`src/rtl/rst_seq_pkg.sv`:
```
package rst_seq_pkg;
  localparam int NCAUSE  = 8;
  localparam int MS_W    = 7;
  localparam int C_POR   = 0;
  localparam int C_PINR  = 1;
  localparam int C_PINS  = 2;
  localparam int C_WDT   = 3;
  localparam int C_BOR   = 4;
  localparam int C_SWR   = 5;
  localparam int C_TRAP  = 6;
  localparam int C_ILL   = 7;

  typedef enum logic [1:0] {ST_POR, ST_PWRT, ST_ALIGN, ST_RUN} seq_state_t;

  // power-up timer length in ms ticks for a selector value
  function automatic logic [MS_W-1:0] pwrt_ms(input logic [1:0] sel);
    case (sel)
      2'd0:    return MS_W'(0);
      2'd1:    return MS_W'(4);
      2'd2:    return MS_W'(16);
      default: return MS_W'(64);
    endcase
  endfunction
endpackage

```
`src/rtl/rst_pin_filter.sv`:
```
module rst_pin_filter #(
  parameter int SYNC = 2,
  parameter int FILT = 4
) (
  input  logic clk,
  input  logic por_evt,
  input  logic pin_n,
  output logic pin_req
);
  localparam int CW = $clog2(FILT + 1);

  logic [SYNC-1:0] sy;
  logic [CW-1:0]   cnt;
  logic            sync_low;

  always_ff @(posedge clk or posedge por_evt) begin
    if (por_evt) sy <= '1;
    else         sy <= {sy[SYNC-2:0], pin_n};
  end

  assign sync_low = !sy[SYNC-1];

  always_ff @(posedge clk or posedge por_evt) begin
    if (por_evt)                  cnt <= '0;
    else if (!sync_low)           cnt <= '0;
    else if (cnt != CW'(FILT))    cnt <= cnt + 1'b1;
  end

  assign pin_req = (cnt == CW'(FILT));

  // an accepted pin request needs a run of synchronized low samples
  assert_filter_run_R6: assert property (@(posedge clk) disable iff (por_evt)
    pin_req |-> ($past(sync_low) && $past(sync_low, 2)));
endmodule

```
`src/rtl/rst_cause_flags.sv`:
```
module rst_cause_flags
  import rst_seq_pkg::*;
(
  input  logic              clk,
  input  logic              por_evt,
  input  logic [NCAUSE-1:0] set_vec,
  input  logic              clr_we,
  input  logic [NCAUSE-1:0] clr_mask,
  output logic [NCAUSE-1:0] flags
);
  for (genvar g = 0; g < NCAUSE; g++) begin : g_bit
    logic q;
    always_ff @(posedge clk or posedge por_evt) begin
      if (por_evt) q <= 1'(g == C_POR);
      else         q <= set_vec[g] | (q & !(clr_we & clr_mask[g]));
    end
    assign flags[g] = q;
  end

  // without a clear strobe no flag ever drops
  assert_sticky_R10: assert property (@(posedge clk) disable iff (por_evt)
    !$past(clr_we) |-> ((flags & $past(flags)) == $past(flags)));

  // a cause in the clear cycle still shows afterwards
  assert_set_wins_R10: assert property (@(posedge clk) disable iff (por_evt)
    (clr_we && (set_vec != '0)) |=> ((flags & $past(set_vec)) == $past(set_vec)));
endmodule

```
`src/rtl/rst_delay_timer.sv`:
```
module rst_delay_timer
  import rst_seq_pkg::*;
#(
  parameter int POR_CYC = 500
) (
  input  logic       clk,
  input  logic       por_evt,
  input  logic       restart,
  input  logic       ms_tick,
  input  logic       q1_edge,
  input  logic [1:0] pwrt_sel,
  output logic       sys_rst,
  output logic       vector_load
);
  localparam int PW = $clog2(POR_CYC + 1);

  seq_state_t      st;
  logic [PW-1:0]   pc;
  logic [MS_W-1:0] mc;
  logic [MS_W-1:0] target;
  logic            por_done;
  logic            pwrt_done;
  logic            release_ev;

  assign target     = pwrt_ms(pwrt_sel);
  assign por_done   = (st == ST_POR) && (pc == PW'(POR_CYC - 1));
  assign pwrt_done  = (st == ST_PWRT) && (mc == target);
  assign release_ev = (st == ST_ALIGN) && q1_edge && !restart;

  always_ff @(posedge clk or posedge por_evt) begin
    if (por_evt) begin
      st          <= ST_POR;
      pc          <= '0;
      mc          <= '0;
      vector_load <= 1'b0;
    end else begin
      vector_load <= 1'b0;
      if (restart) begin
        if (st == ST_POR) pc <= '0;
        else begin
          st <= ST_PWRT;
          mc <= '0;
        end
      end else begin
        case (st)
          ST_POR: begin
            if (por_done) begin
              st <= ST_PWRT;
              mc <= '0;
            end else pc <= pc + 1'b1;
          end
          ST_PWRT: begin
            if (pwrt_done)    st <= ST_ALIGN;
            else if (ms_tick) mc <= mc + 1'b1;
          end
          ST_ALIGN: begin
            if (release_ev) begin
              st          <= ST_RUN;
              vector_load <= 1'b1;
            end
          end
          default: ;
        endcase
      end
    end
  end

  assign sys_rst = (st != ST_RUN);

  // release follows a sampled phase-1 strobe
  assert_release_q1_R5: assert property (@(posedge clk) disable iff (por_evt)
    $fell(sys_rst) |-> $past(q1_edge));

  // vector pulse marks exactly the first released cycle
  assert_vector_pulse_R5: assert property (@(posedge clk) disable iff (por_evt)
    vector_load |-> (!sys_rst && $past(sys_rst)));

  // the ms counter only advances on a tick
  assert_tick_only_R4: assert property (@(posedge clk) disable iff (por_evt)
    ((st == ST_PWRT) && ($past(st) == ST_PWRT) && !$past(restart) && !$past(ms_tick))
      |-> $stable(mc));

  // the power-up timer is entered from the fixed delay only after it ran out
  assert_por_first_R3: assert property (@(posedge clk) disable iff (por_evt)
    ((st == ST_PWRT) && ($past(st) == ST_POR)) |-> $past(por_done));
endmodule

```
`src/rtl/rst_seq_top.sv`:
```
module rst_seq_top
  import rst_seq_pkg::*;
#(
  parameter int POR_CYC = 500,
  parameter int SYNC    = 2,
  parameter int FILT    = 4
) (
  input  logic              clk,
  input  logic              por_evt,
  input  logic              pin_n,
  input  logic              in_sleep,
  input  logic              wdt_expire,
  input  logic              bor_det,
  input  logic              bor_en,
  input  logic              sw_rst,
  input  logic              trap_lock,
  input  logic              illegal_op,
  input  logic              ms_tick,
  input  logic              q1_edge,
  input  logic [1:0]        pwrt_sel,
  input  logic              clr_we,
  input  logic [NCAUSE-1:0] clr_mask,
  output logic              sys_rst,
  output logic              vector_load,
  output logic [NCAUSE-1:0] cause_flags
);
  logic              pin_req;
  logic [NCAUSE-1:0] req;
  logic              any_req;

  rst_pin_filter #(.SYNC(SYNC), .FILT(FILT)) i_filt (
    .clk(clk), .por_evt(por_evt), .pin_n(pin_n), .pin_req(pin_req)
  );

  always_comb begin
    req          = '0;
    req[C_PINR]  = pin_req & !in_sleep;
    req[C_PINS]  = pin_req & in_sleep;
    req[C_WDT]   = wdt_expire & !in_sleep;
    req[C_BOR]   = bor_det & bor_en;
    req[C_SWR]   = sw_rst;
    req[C_TRAP]  = trap_lock;
    req[C_ILL]   = illegal_op;
  end

  assign any_req = |req;

  rst_delay_timer #(.POR_CYC(POR_CYC)) i_tmr (
    .clk(clk), .por_evt(por_evt), .restart(any_req), .ms_tick(ms_tick),
    .q1_edge(q1_edge), .pwrt_sel(pwrt_sel), .sys_rst(sys_rst),
    .vector_load(vector_load)
  );

  rst_cause_flags i_flags (
    .clk(clk), .por_evt(por_evt), .set_vec(req), .clr_we(clr_we),
    .clr_mask(clr_mask), .flags(cause_flags)
  );

  // once released, reset stays off without a qualifying request
  assert_no_spurious_R8: assert property (@(posedge clk) disable iff (por_evt)
    (!sys_rst && !any_req) |=> !sys_rst);

  // brown-out flag can rise only with the enable high
  assert_bor_gate_R9: assert property (@(posedge clk) disable iff (por_evt)
    $rose(cause_flags[C_BOR]) |-> $past(bor_en && bor_det));

  // any qualifying request holds the core in reset next cycle
  assert_req_resets_R1: assert property (@(posedge clk) disable iff (por_evt)
    any_req |=> sys_rst);
endmodule

```
`config.mk`:
```
export PLATFORM = sky130hd
export DESIGN_NAME = rst_seq_top
export DESIGN_NICKNAME = d
export VERILOG_FILES = /design/src/rtl/rst_seq_pkg.sv /design/src/rtl/rst_pin_filter.sv /design/src/rtl/rst_cause_flags.sv /design/src/rtl/rst_delay_timer.sv /design/src/rtl/rst_seq_top.sv
export SDC_FILE = /design/constraint.sdc
export NUM_CORES = 1
export LEC_CHECK = 0
export BUFFER_PORTS_ARGS = -buffer_cell sky130_fd_sc_hd__buf_4
export CORE_UTILIZATION = 50
export CTS_BUF_LIST = sky130_fd_sc_hd__clkbuf_2
export DETAILED_ROUTE_END_ITERATION = 7
export PLACE_DENSITY = 0.73
export SYNTH_ARGS = -nofsm -noshare
export SYNTH_HDL_FRONTEND = slang
export SYNTH_SLANG_ARGS = --single-unit
```
`constraint.sdc`:
```
create_clock -name clk -period 2.75 [get_ports clk]
set_clock_uncertainty 0.2 [all_clocks]
set_input_delay 0 -clock clk [delete_from_list [all_inputs] [get_ports clk]]
set_output_delay 0 -clock clk [all_outputs]
set_load 0.005 [all_outputs]
```
# Word-level counts from Yosys, hierarchy flattened
# Cells that the tools add are included.
# totals
reg_bits,32
in_bits,23
out_inout_bits,10
# op_classes
addsub,3
eq_ne,16
n_mux,22
n_bitwise,27
reduce_logical,23
# ops
cell,n
$mux W9,4
$mux W7,5
$pmux W7 S3,1
$and A1 B1 Y1,20
$pmux W7 S2,1
$logic_not A1 Y1,10
$mux W2,5
$reduce_and A5 Y1,2
$add A9 B1 Y9 const B,1
$eq A9 B9 Y1 const B,1
$add A7 B1 Y7 const B,1
$eq A7 B7 Y1,1
$or A1 B1 Y1,7
$reduce_or A7 Y1,1
$mux W3,2
$ne A3 B1 Y1 const B,2
$ne A3 B2 Y1 const B,2
$pmux W2 S3,1
$eq A2 B1 Y1 const B,2
$eq A2 B2 Y1 const B,2
$logic_and A1 B1 Y1,4
$logic_not A2 Y1,2
$ne A2 B1 Y1 const B,2
$ne A2 B2 Y1 const B,2
other kinds (8),10

# Logic depth before layout (Yosys ltp)
# depth
word_depth,8
mapped_depth,9
ltp_nobuf,8

# Cells and area by module
# From an unflattened synthesis, not the netlist that was laid out.
# hier_totals
cells_unflattened,194
area_unflattened_um2,1824.2
# by_module_without_submodules
mod,instances,cells_each,area_per_inst_um2,seq_area_each_um2
rst_delay_timer,1,133,1184.9,475.5
rst_cause_flags,1,34,362.8,201.4
rst_pin_filter,1,20,232.7,127.6
rst_seq_top,1,7,43.8,0.0

# Worst setup path before layout
# OpenSTA, ideal clock, no wires.
# synth_timing
kind,register to register
start,register i_filt.cnt[0]
end,register i_tmr.mc[0]
arrival_ns,1.885
slack_ns,0.540
path_stages_with_launch,10
n_path_buf,1
cell_sequence,dfrtp_1 -> inv_1 -> ha_1 -> nand2_1 -> nand4_1 -> and2_1 -> clkbuf_1 -> nor2_1 -> o211ai_4 -> mux2_2
# synth_via
elab_chain_cells,5
# synth_lines
item,line,text
"start, declared",rst_pin_filter.sv:13,logic [CW-1:0] cnt;
"start signal, assigned",rst_pin_filter.sv:26,else if (cnt != CW'(FILT)) cnt <= cnt + 1'b1;
$eq A3 B3 Y1 (*),rst_pin_filter.sv:29,assign pin_req = (cnt == CW'(FILT));
"$and A1 B1 Y1, on equally long branches","rst_seq_top.sv:37, rst_seq_top.sv:38",
$reduce_or A7 Y1 (*),rst_seq_top.sv:46,assign any_req = |req;
$ne A3 B2 Y1 (no line) (tied with other cells),-,
$reduce_and A5 Y1 (no line),-,
"end signal, assigned",rst_delay_timer.sv:54,else if (ms_tick) mc <= mc + 1'b1;
"end, declared",rst_delay_timer.sv:19,logic [MS_W-1:0] mc;
# Every way passes the cells marked *; elsewhere a longest branch is shown, timed or not.
# A chain may end at the register's enable or synchronous reset.

# Worst setup path after layout
# layout_timing
start,input bor_en
end,register i_tmr.mc[0]
# layout_via
elab_chain_cells,4
# layout_lines
item,line,text
"start, declared",rst_seq_top.sv:14,"input logic bor_en,"
$and A1 B1 Y1 (*),rst_seq_top.sv:40,req[C_BOR] = bor_det & bor_en;
$reduce_or A7 Y1 (*),rst_seq_top.sv:46,
$ne A3 B2 Y1 (no line) (tied with other cells),-,
$reduce_and A5 Y1 (no line),-,
# Marked as above.

==> impl_metrics.py <==
metrics = {
    "cts": {
        "cts_resized": 0,
        "post_cts_buffers": 0,
        "cts_buffer_depth": 2,
        "cts-root-buf": "clkbuf_2",
        "cts_tree": "built",
        "cts_sinks": 32,
        "insertion_delay_ps": 380,
        "htreeDepth": 2,
        "cts.clk_slew.worst_paths_ps": 160,
        "numCtsBuffers": 5,
    },
    "logic_synthesis": {
        "synth_area_leaders": "dfrtp_1 (41%), ha_1 (6.3%), nand2_1 (4.8%)",
        "syn_inst": 181,
        "ys_warn_count": 0,
        "synth_most_common_cell": "dfrtp_1",
        "yosysSeqAreaShare": 0.450,
        "synth_edf_count": 0,
        "synth_area_sq_mm": 0.00179,
        "syn_avg_cell_area_sq_um": 9.89,
        "synthTopCellsByCount": "dfrtp_1 (29), nand2_1 (23), nor2_1 (18), inv_1 (11)",
        "synth_cell_type_count": 41,
        "synth.top_cell.area_share": 0.406,
        "async_flop_share": 1.00,
        "synth_top_area_cell": "dfrtp_1",
        "synthesis.nets": 213,
        "yosys_register_bits": 32,
        "synth-main-ff-cell": "dfrtp_1",
    },
    "pwr": {
        "ir_drop_mv": 0.236,
        "powerDensity_mw_per_mm2": 412,
        "total_power_uw": 947,
        "leakage_uw": 0.00106,
    },
    "timing": {
        "fin_crit_sh": 0.872,
        "clock.fmax_mhz": 417,
        "finalHoldViolCount": 0,
        "setup_viol": 0,
        "slew_headroom": 0.690,
        "rsz0062_at_grt": "no",
        "slew_viol_final": 0,
        "tightestPinTransition_ps": 460,
        "tns_ps": 0,
        "period_needed_ps": 2400,
    },
    "placement": {
        "io_buffers": 32,
        "placed_cells": 249,
        "globalplace.congestion": 0.843,
        "dp_hpwl_mm": 2.61,
    },
    "global_route": {
        "grt_pass1_wl_mm": 5.98,
        "grt_use_total": 0.218,
        "grt_max_degree": 23,
        "grt_pass1_vias": 1490,
        "antenna_found_initial": 0,
        "overflow": 0,
    },
    "worst_setup_path": {
        "cp_cell_sequence": "dlygate4sd3_1 > buf_4 > nand2_1 > dlygate4sd3_1 > nand4_1 > and2_1 > nor2_1 > o211ai_4 > mux2_2",
        "crit_path_end_kind": "flop",
        "cp.required_ps": 2830,
        "critical_path_class": "in -> reg",
        "crit_top_cell": "dlygate4sd3_1",
        "path_buf_inv": 3,
        "crit_slowest_cell": "dlygate4sd3_1",
        "crit_family": "buffers and inverters",
        "critPathArrivalTime_ps": 2470,
        "max_stage_delay_ps": 580,
        "crit_path_start_kind": "input port",
        "path_max_fanout": 9,
    },
    "routing": {
        "dr.pass1.iters": 4,
        "drtIter0Drc": 63,
        "via_per_inst": 5.21,
        "ant_nets": 0,
        "routedWlPerCell_um": 13.1,
        "num_vias": 1465,
        "routed_wl_mm": 3.69,
        "drc": 0,
    },
    "layout": {
        "n_antenna_cell": 0,
        "final_cells": 281,
        "syn_to_final_growth_pct": 28.3,
        "drive_gt1_frac": 0.230,
        "final_nets": 266,
    },
    "die": {
        "std_cell_rows": 21,
        "fp.dieH_um": 61.8,
        "start_util": 0.528,
        "dieWidth_um": 61.8,
        "die_area_sq_mm": 0.00382,
        "top_level_ports": 33,
        "fp.coreArea_sq_mm": 0.00339,
    },
    "min_path": {
        "min_path_type": "in -> reg",
    },
    "run_status": {
        "status": "completed",
    },
    "run": {
        "cap_violations": 0,
    },
}
-- final cells by class --
| type | count | area, sq um |
|---|---|---|
| Fill cell | 264 | 1090 |
| Multi-Input combinational cell | 126 | 858 |
| Sequential cell | 32 | 805 |
| Timing Repair Buffer | 58 | 495 |
| Tap cell | 46 | 57.6 |
| Inverter | 11 | 41.3 |
| Clock buffer | 5 | 25.0 |
| Clock inverter | 3 | 13.8 |
-- cells in the final DEF, fill, tap and decap left out, drive strengths merged, types with 4 or more instances in the layout --
cell / n
o21ai: 9
buf: 34
clkbuf: 5
nor2: 18
ha: 9
inv: 11
nand2: 25
nand3: 6
xnor2: 5
nor3: 5
nand4: 4
and3: 7
dfrtp: 29
dlygate4sd3: 24
a21oi: 5
-- path summary, 6_finish.rpt --
kind / from / endpoint / slack (ps) / cells past startpoint
worst max register to register: i_filt.cnt[0] / i_tmr.mc[0] / 360 / 8
max in group asynchronous: por_evt / i_flags.g_bit[0].q / 1130 / 5
worst min register to register: i_filt.sy[0] / i_filt.sy[1] / 180 / 0
min in group asynchronous: por_evt / i_tmr.mc[4] / 520 / 4
worst max-delay path: bor_en / i_tmr.mc[0] / 350 / 9
worst min-delay path: bor_det / i_tmr.pc[1] / 30 / 5
-- repair_timing --
item	in CTS	in global routing
endpoints found under the hold margin	48	0
setup endpoints to repair	0	0
hold buffers	24	0
-- report_power, final --
group / total (uW) / switching (uW) / internal [uW]
Clock: 217 / 160 / 56.9
Combinational: 188 / 83.9 / 104
Sequential: 542 / 35.8 / 506
-- state kept, by name, indices dropped and copies added (netlist names) --
name and cells:
i_tmr.vector_load 1, i_tmr.mc 7, i_filt.sy 2, i_tmr.pc 9
i_tmr.st 2, i_flags.g_bit.q 8, i_filt.cnt 3
-- worst min-delay path, stage by stage --
cell     delay [ps]
buf_4            80
nand2_1          60
and4_1          260
nand2_1         110
o22ai_1          70
-- per-stage QoR --
step	hold slack (ps)	setup slack (ps)	area, sq um	utilization
final	27.0	353	2300	0.677
after global routing	33.9	158	2300	0.677
after CTS	0.434	349	2300	0.677
after detailed placement	-175	390	2020	0.595
after global placement	-185	512	2020	0.595
after floorplan	-196	540	1790	-
-- cells by family (layout without fill, tap and decap cells) --
family | Yosys count | count (layout) | share of synthesized area
xor gates and xnor gates | 8 | 8 | 0.0392
muxes | 3 | 3 | 0.0175
buffers and inverters | 23 | 77 | 0.0706
DFF | 32 | 32 | 0.450
and+or+nand+nor | 73 | 73 | 0.212
adders and majority gates | 9 | 9 | 0.0629
AOI/OAI and AO/OA | 33 | 33 | 0.148
-- metal layers --
metal,global-route usage,part of all wire,up-vias
met5,0,0,-
met4,0.0730,0.0062,0
met3,0.0580,0.040,3
met2,0.419,0.55,33
met1,0.228,0.40,708
li1,-,-,721
Note: power is estimated with default switching activity, not from simulation.
